[src/rtl/dbg_halt_pkg.sv]
package dbg_halt_pkg;

  // Register addresses: the host software decodes these, so they are fixed.
  localparam int ADDR_CTL = 0;
  localparam int ADDR_MEM = 1;

  // Control register bit positions
  localparam int CTL_BRK_BIT  = 5;
  localparam int CTL_FIX_BIT  = 4;
  localparam int CTL_RUN_BIT  = 1;
  localparam int CTL_HALT_BIT = 0;

  // Strobes from control to datapath
  typedef struct packed {
    logic clr;    // debug logic in reset
    logic ctlWr;  // accepted write to control register
    logic memWr;  // accepted write to memory data register
    logic rdEn;   // reads are honoured
  } dpStrobe_t;

endpackage

[src/rtl/dbg_halt_ctrl.sv]
module dbg_halt_ctrl
  import dbg_halt_pkg::*;
#(
  parameter int ADDR_W      = 3,
  parameter int SYNC_STAGES = 2,
  parameter bit RST_BRK_EN  = 1'b1
) (
  input  logic              clk,
  input  logic              rstN,
  input  logic              dbgEnable,
  input  logic              syncEvent,
  input  logic [ADDR_W-1:0] regSel,
  input  logic              regWr,
  input  logic              runBit,
  input  logic              haltBit,
  output dpStrobe_t         strb,
  output logic              haltReq
);

  localparam int CNT_MAX = SYNC_STAGES + 1;
  localparam int CNT_W   = $clog2(CNT_MAX + 1);

  logic [SYNC_STAGES-1:0] enPipe;
  logic                   dbgEnSync;
  logic [CNT_W-1:0]       porCnt;
  logic                   porCheck;
  logic                   synced;
  logic                   accept;
  logic                   selCtl;
  logic                   selMem;
  logic                   runCmd;
  logic                   haltCmd;

  // Debug-enable synchroniser, one flop per stage
  for (genvar i = 0; i < SYNC_STAGES; i++) begin : g_sync
    always_ff @(posedge clk or negedge rstN) begin
      if (!rstN)  enPipe[i] <= 1'b0;
      else if (i == 0) enPipe[i] <= dbgEnable;
      else        enPipe[i] <= enPipe[(i == 0) ? 0 : i-1];
    end
  end
  assign dbgEnSync = enPipe[SYNC_STAGES-1];

  // Window after system reset: decision taken once the synchroniser has settled
  always_ff @(posedge clk or negedge rstN) begin
    if (!rstN)                          porCnt <= '0;
    else if (porCnt != CNT_MAX[CNT_W-1:0]) porCnt <= porCnt + 1'b1;
  end
  assign porCheck = (porCnt == SYNC_STAGES[CNT_W-1:0]);

  // Transport synchronisation state
  always_ff @(posedge clk or negedge rstN) begin
    if (!rstN)           synced <= 1'b0;
    else if (!dbgEnSync) synced <= 1'b0;
    else if (syncEvent)  synced <= 1'b1;
  end

  assign accept  = synced && dbgEnSync && regWr;
  assign selCtl  = (regSel == ADDR_CTL[ADDR_W-1:0]);
  assign selMem  = (regSel == ADDR_MEM[ADDR_W-1:0]);
  assign runCmd  = accept && selCtl && runBit;
  assign haltCmd = accept && selCtl && haltBit;

  assign strb.clr   = !dbgEnSync;
  assign strb.ctlWr = accept && selCtl;
  assign strb.memWr = accept && selMem;
  assign strb.rdEn  = synced && dbgEnSync;

  // Halt request
  always_ff @(posedge clk or negedge rstN) begin
    if (!rstN)                      haltReq <= 1'b0;
    else if (!dbgEnSync)            haltReq <= 1'b0;
    else if (porCheck && RST_BRK_EN) haltReq <= 1'b1;
    else if (haltCmd)               haltReq <= 1'b1;
    else if (runCmd)                haltReq <= 1'b0;
  end

  AST_HALT_NEEDS_DBG: assert property (@(posedge clk) disable iff (!rstN)
    !dbgEnSync |=> !haltReq);
  AST_RUN_RELEASES: assert property (@(posedge clk) disable iff (!rstN)
    (runCmd && !haltCmd && !porCheck) |=> !haltReq);
  AST_HALT_SOURCE: assert property (@(posedge clk) disable iff (!rstN)
    $rose(haltReq) |-> ($past(haltCmd) || $past(porCheck)));
  AST_SYNC_LOST: assert property (@(posedge clk) disable iff (!rstN)
    !dbgEnSync |=> !synced);

endmodule

[src/rtl/dbg_halt_dpath.sv]
module dbg_halt_dpath
  import dbg_halt_pkg::*;
#(
  parameter int ADDR_W     = 3,
  parameter int DATA_W     = 16,
  parameter bit RST_BRK_EN = 1'b1
) (
  input  logic              clk,
  input  logic              rstN,
  input  dpStrobe_t         strb,
  input  logic [ADDR_W-1:0] regSel,
  input  logic [DATA_W-1:0] regWdata,
  output logic [DATA_W-1:0] regRdata
);

  localparam logic [1:0] CTL_RST = {RST_BRK_EN, 1'b1};

  logic [1:0]        ctlKeep;   // {break setting, fixed flag}
  logic [DATA_W-1:0] memData;
  logic [DATA_W-1:0] ctlView;

  always_ff @(posedge clk or negedge rstN) begin
    if (!rstN)           ctlKeep <= CTL_RST;
    else if (strb.clr)   ctlKeep <= CTL_RST;
    else if (strb.ctlWr) ctlKeep <= {regWdata[CTL_BRK_BIT], regWdata[CTL_FIX_BIT]};
  end

  always_ff @(posedge clk or negedge rstN) begin
    if (!rstN)           memData <= '0;
    else if (strb.clr)   memData <= '0;
    else if (strb.memWr) memData <= regWdata;
  end

  always_comb begin
    ctlView = '0;
    ctlView[CTL_BRK_BIT] = ctlKeep[1];
    ctlView[CTL_FIX_BIT] = ctlKeep[0];
  end

  always_comb begin
    regRdata = '0;
    if (strb.rdEn) begin
      if (regSel == ADDR_CTL[ADDR_W-1:0])      regRdata = ctlView;
      else if (regSel == ADDR_MEM[ADDR_W-1:0]) regRdata = memData;
    end
  end

  AST_CLEAR_MEM: assert property (@(posedge clk) disable iff (!rstN)
    strb.clr |=> (memData == '0));
  AST_MEM_HOLD: assert property (@(posedge clk) disable iff (!rstN)
    (!strb.memWr && !strb.clr) |=> $stable(memData));
  AST_CTL_CLEAR: assert property (@(posedge clk) disable iff (!rstN)
    strb.clr |=> (ctlKeep == CTL_RST));

endmodule

[src/rtl/dbg_halt_unit.sv]
module dbg_halt_unit
  import dbg_halt_pkg::*;
#(
  parameter int ADDR_W      = 3,
  parameter int DATA_W      = 16,
  parameter int SYNC_STAGES = 2,
  parameter bit RST_BRK_EN  = 1'b1
) (
  input  logic              clk,
  input  logic              rstN,
  input  logic              dbgEnable,
  input  logic              syncEvent,
  input  logic [ADDR_W-1:0] regSel,
  input  logic              regWr,
  input  logic [DATA_W-1:0] regWdata,
  output logic [DATA_W-1:0] regRdata,
  output logic              haltReq,
  output logic              cpuReset
);

  dpStrobe_t strb;

  dbg_halt_ctrl #(
    .ADDR_W(ADDR_W), .SYNC_STAGES(SYNC_STAGES), .RST_BRK_EN(RST_BRK_EN)
  ) u_ctrl (
    .clk(clk), .rstN(rstN), .dbgEnable(dbgEnable), .syncEvent(syncEvent),
    .regSel(regSel), .regWr(regWr),
    .runBit(regWdata[CTL_RUN_BIT]), .haltBit(regWdata[CTL_HALT_BIT]),
    .strb(strb), .haltReq(haltReq)
  );

  dbg_halt_dpath #(
    .ADDR_W(ADDR_W), .DATA_W(DATA_W), .RST_BRK_EN(RST_BRK_EN)
  ) u_dpath (
    .clk(clk), .rstN(rstN), .strb(strb), .regSel(regSel),
    .regWdata(regWdata), .regRdata(regRdata)
  );

  // The CPU is reset only by the system reset, never by debug-enable
  assign cpuReset = !rstN;

  AST_CPU_RST_FOLLOWS: assert property (@(posedge clk)
    rstN |-> !cpuReset);

endmodule

[config.mk]
export PLATFORM = sky130hd
export DESIGN_NAME = dbg_halt_unit
export DESIGN_NICKNAME = d
export VERILOG_FILES = /design/src/rtl/dbg_halt_pkg.sv /design/src/rtl/dbg_halt_ctrl.sv /design/src/rtl/dbg_halt_dpath.sv /design/src/rtl/dbg_halt_unit.sv
export SDC_FILE = /design/constraint.sdc
export NUM_CORES = 1
export LEC_CHECK = 0
export BUFFER_PORTS_ARGS = -buffer_cell sky130_fd_sc_hd__buf_2
export CORE_UTILIZATION = 32
export DETAILED_ROUTE_END_ITERATION = 6
export PLACE_DENSITY = 0.57
export SLEW_MARGIN = 20
export SYNTH_ARGS = -nofsm -noshare
export SYNTH_HDL_FRONTEND = slang
export SYNTH_HIERARCHICAL = 1
export SYNTH_SLANG_ARGS = --single-unit
[constraint.sdc]
create_clock -name clk -period 3.7 [get_ports clk]
set_input_delay 0.185 -clock clk [delete_from_list [all_inputs] [get_ports clk]]
set_output_delay 0.185 -clock clk [all_outputs]
set_load 0.01 [all_outputs]
# --- Word level (Yosys, flattened, before mapping) ---
# Index checks and enable logic that the tools add are counted.
word_totals:
  reg_bits: 24
  elab_cells: 36
  input_bits: 24
  mem_bits_rw: 0
  latchBits: 0
  out_inout_bits: 18
  n_memories: 0
  romBits: 0
classes:
  n_bitwise: 0
  multipliers: 0
  magnitude_cmp: 0
  n_div: 0
  n_reduce_logical: 8
  n_addsub: 1
  n_shift: 0
  n_mux: 13
  n_eq_ne: 7
op_table:
  columns: ["op", "count"]
  rows:
  - ["$mux 16", 5]
  - ["$ne 2x2->1 const B", 4]
  - ["$logic_and 1x1->1", 6]
  - ["$mux 1", 6]
  - ["$mux 2", 2]
  - ["$ne 4x4->1 const B", 1]
  - ["$eq 3x1->1 const B", 1]
  - ["$logic_not 3->1", 1]
  - ["$add 2x1->2 const B", 1]
  - ["$eq 2x2->1 const B", 1]
  - ["$logic_not 1->1", 1]

# --- Logic depth before layout (Yosys ltp) ---
depth:
  depth_word: 8
  ltp_mapped: 6

# --- Cells and area by module ---
# Netlist, hierarchy kept.
by_module_without_submodules:
  columns: ["module", "cells_each", "seq_area_each_um2", "instances", "area_each_um2"]
  rows:
  - ["dbg_halt_dpath", 79, 452.9, 1, 895.9]
  - ["dbg_halt_ctrl", 23, 150.1, 1, 270.3]
  - ["dbg_halt_unit", 1, 0.0, 1, 3.8]

# --- Least setup slack after synthesis ---
# OpenSTA, ideal clock, no wires.
synth_timing:
  path_kind: "register to register"
  start: "reg u_ctrl.enPipe[1] (netlist: u_ctrl/dbgEnSync)"
  end: "reg u_dpath.memData[0]"
  arrival_ns: 1.229
  setup_ns: 0.132
  slack_ns: 2.339
  n_path_buf: 2
  stages_incl_launch_ff: 7
  required_time_ns: 3.568
  cell_sequence: "dfrtp_1 and2_4 and4_1 buf_4 buf_6 mux2i_1 nor2_1"
synth_rtl:
  columns: ["item", "line", "source"]
  rows:
  - ["from (decl)", "dbg_halt_ctrl.sv:23", "logic [SYNC_STAGES-1:0] enPipe;"]
  - ["from (signal, indexed assignment)", "dbg_halt_ctrl.sv:38", "else if (i == 0) enPipe[i] <= dbgEnable;"]
  - ["from (signal, indexed assignment)", "dbg_halt_ctrl.sv:39", "else enPipe[i] <= enPipe[(i == 0) ? 0 : i-1];"]
  - ["to (signal assigned)", "dbg_halt_dpath.sv:31", "else if (strb.memWr) memData <= regWdata;"]
  - ["to (decl)", "dbg_halt_dpath.sv:19", "logic [DATA_W-1:0] memData;"]

==> results.py <==
metrics = {
    "cts": {
        "clk_path_buf_depth": 2,
        "cts.sinks": 24,
        "htreeDepth": 1,
        "cts_setup_buffers": 0,
        "clockRootBuffer": "clkbuf_4",
        "insertion_delay_ns": 0.31,
        "hold_buffers": 2,
        "cts_buffers": 3,
        "post_cts_resized": 0,
        "path_clk_slew_ns": 0.12,
        "cts_tree": "built",
    },
    "drt": {
        "drcViolationCount": 0,
        "drt-wirelength-per-cell_um": 12.0,
        "wirelength_met1_mm": 1.05,
        "drtAntennaViolNets": 0,
        "via_per_inst": 4.55,
        "dr_wl_met3_um": 167,
        "drt_iter0_drc": 24,
        "vias": 870,
        "routed_wl_mm": 2.29,
        "top_layer": "met4",
        "dr.pass1.iters": 4,
        "route.met2.wl_mm": 1.06,
    },
    "pwr": {
        "total_power_mw": 0.487,
        "power_density_nw_per_um2": 332,
        "ir_worst_vdd_mv": 0.296,
        "leakage_nw": 0.728,
    },
    "grt": {
        "grt_pass1_vias": 860,
        "track_usage_pct": 12.7,
        "antenna_found_initial": 0,
        "grt_max_degree": 26,
        "grt_first_pass_wirelength_mm": 3.88,
        "grt_overflow_total": 0,
    },
    "cells_and_area": {
        "final_cells": 191,
        "layout_commonest_cell": "buf_2",
        "multiInputGateArea_um2": 517,
        "layout_common_cells": "buf_2, dfrtp_1, nor2_1",
        "diodes": 0,
        "nets": 172,
        "post-route-util_pct": 42.9,
        "final-seq-area_um2": 603,
        "final_area_um2": 1470,
        "area_growth_pct": 25.3,
        "nFillCells": 360,
        "drive_above_1_share_pct": 42.1,
    },
    "timing": {
        "relSlewSlack_pct": 37.6,
        "slew_viol_final": 0,
        "tightest_slew_ns": 0.936,
        "whs_ns": 0.0924,
        "period_share_pct": 49.7,
        "finClkSkew_ns": 0.0123,
        "timing.setup.tns_ns": 0,
        "rsz0062_at_grt": "false",
        "fin_ws_ns": 1.86,
        "min_period_ns": 1.84,
        "setup_viol": 0,
        "finalHoldViolCount": 0,
        "max_freq_mhz": 544,
    },
    "setup_path": {
        "crit_chain": "and2_4 > and4_1 > mux2i_1 > nor2_1",
        "critPathLaunchType": "flip-flop",
        "crit_buf_inv": 0,
        "path_max_fanout": 16,
        "crit_start": "u_ctrl/dbgEnSync",
        "crit_required_ns": 3.88,
        "worstPathArrival_ns": 2.02,
        "crit_path_end": "u_dpath/memData[14]",
        "end_kind": "flip-flop",
        "crit_slowest_cell": "and4_1",
        "critPathMaxStageDelay_ns": 0.82,
        "crit_type": "flip-flop to flip-flop",
        "cp.depth": 4,
        "worstRegToRegCells": 4,
        "rr_startpoint": "u_ctrl/dbgEnSync",
        "r2r_slack_ns": 1.86,
        "reg2reg_to": "u_dpath/memData[14]",
        "crit_family": "simple AND/OR/NAND/NOR gates",
    },
    "synthesis": {
        "post_synth_num_cell_types": 25,
        "syn-mean-instance-area_um2": 11.4,
        "ys_ff_latch": 24,
        "syn_nets": 129,
        "ys_warn_count": 6,
        "syn_area_um2": 1170,
        "yosysSeqAreaShare_pct": 51.6,
        "synthCells": 103,
    },
    "floorplan": {
        "start_util_pct": 34.2,
        "dieArea_um2": 3900,
        "core_area_um2": 3420,
        "io-pin-count": 42,
        "rows": 21,
        "die_h_um": 62.5,
        "die-width_um": 62.5,
    },
    "placed_design": {
        "portBuffers": 41,
        "place_ws_ns": 1.81,
        "postPlaceCellArea_um2": 1390,
        "gp_congestion": 0.677,
        "place_inst": 185,
    },
    "flow_run": {
        "cap_violations": 0,
    },
    "worst_hold_path": {
        "whs_path_depth": 3,
        "hold_class": "input port to flip-flop",
    },
    "outcome": {
        "outcome": "complete, no violations",
    },
}
report_power, final:
group          switching, mW  total, mW  internal, mW
Clock                 0.0743      0.184         0.110
Combinational         0.0194     0.0356        0.0162
Sequential           0.00159      0.267         0.266
Total                 0.0953      0.487         0.391
logic make-up after synthesis:
kind of cell | count (synthesis) | share of synthesized area [%]
muxes | 18 | 15.4
adders and majority gates | 2 | 2.14
AOI/OAI and AO/OA | 5 | 3.32
buffers and inverters | 8 | 4.28
and+or+nand+nor | 45 | 22.6
xor gates and xnor gates | 1 | 0.749
DFF | 24 | 51.6
state kept, by name, summed over array words and instances (netlist names):
| register | cells |
|---|---|
| u_ctrl/synced | 1 |
| u_ctrl/enPipe | 1 |
| u_ctrl/haltReq | 1 |
| u_ctrl/porCnt | 2 |
| u_ctrl/dbgEnSync | 1 |
| u_dpath/memData | 16 |
| u_dpath/ctlKeep | 2 |
worst register-to-register path, stage by stage, from the launching register on:
cell and delay (ns):
dfrtp_1 0.40, and2_4 0.17, and4_1 0.82, mux2i_1 0.27
nor2_1 0.06
cell type report:
class,count,share of cell area [%]
inverter,3,0.768
timing repair buffer,43,15.4
multi-input combinational,71,35.2
tap,46,3.92
sequential,24,41.1
clock inverter,1,2.05
clock buffer,3,1.54
cell usage after synthesis:
master,number,area (um^2)
a211o_1,2,17.5
and2_4,1,8.76
dfstp_2,2,52.6
and4bb_4,1,16.3
buf_4,1,7.51
and2_2,11,82.6
a31oi_1,1,6.26
buf_2,1,5.00
buf_1,1,3.75
nor2_1,19,71.3
and4_1,1,8.76
dfrtp_1,22,551
o21ai_0,1,5.00
and2_1,4,25.0
inv_1,3,11.3
ha_1,2,25.0
mux2i_1,18,180
xnor2_1,1,8.76
nand2_1,2,7.51
nor4b_2,1,15.0
a221o_1,1,10.0
nor3_1,2,10.0
nor2b_1,2,12.5
nand2b_1,1,6.26
buf_6,2,22.5
per-layer routing:
layer | up-vias | track usage, %
met5 | - | 0
met4 | 0 | 2.62
met3 | 2 | 5.11
met2 | 32 | 20.9
met1 | 410 | 15.7
li1 | 426 | -
worst min-delay path by stage:
stage	startpoint	endpoint	slack, ns
after floorplan	rstN	u_ctrl/dbgEnSync	-0.11
after global placement	rstN	u_dpath/memData[8]	0.20
after detailed placement	rstN	u_dpath/memData[10]	0.21
after CTS	regWdata[4]	u_dpath/ctlKeep[0]	0.08
after global routing	syncEvent	u_ctrl/synced	0.06
final	syncEvent	u_ctrl/synced	0.09
No activity file was read; power rests on OpenSTA's default activity.
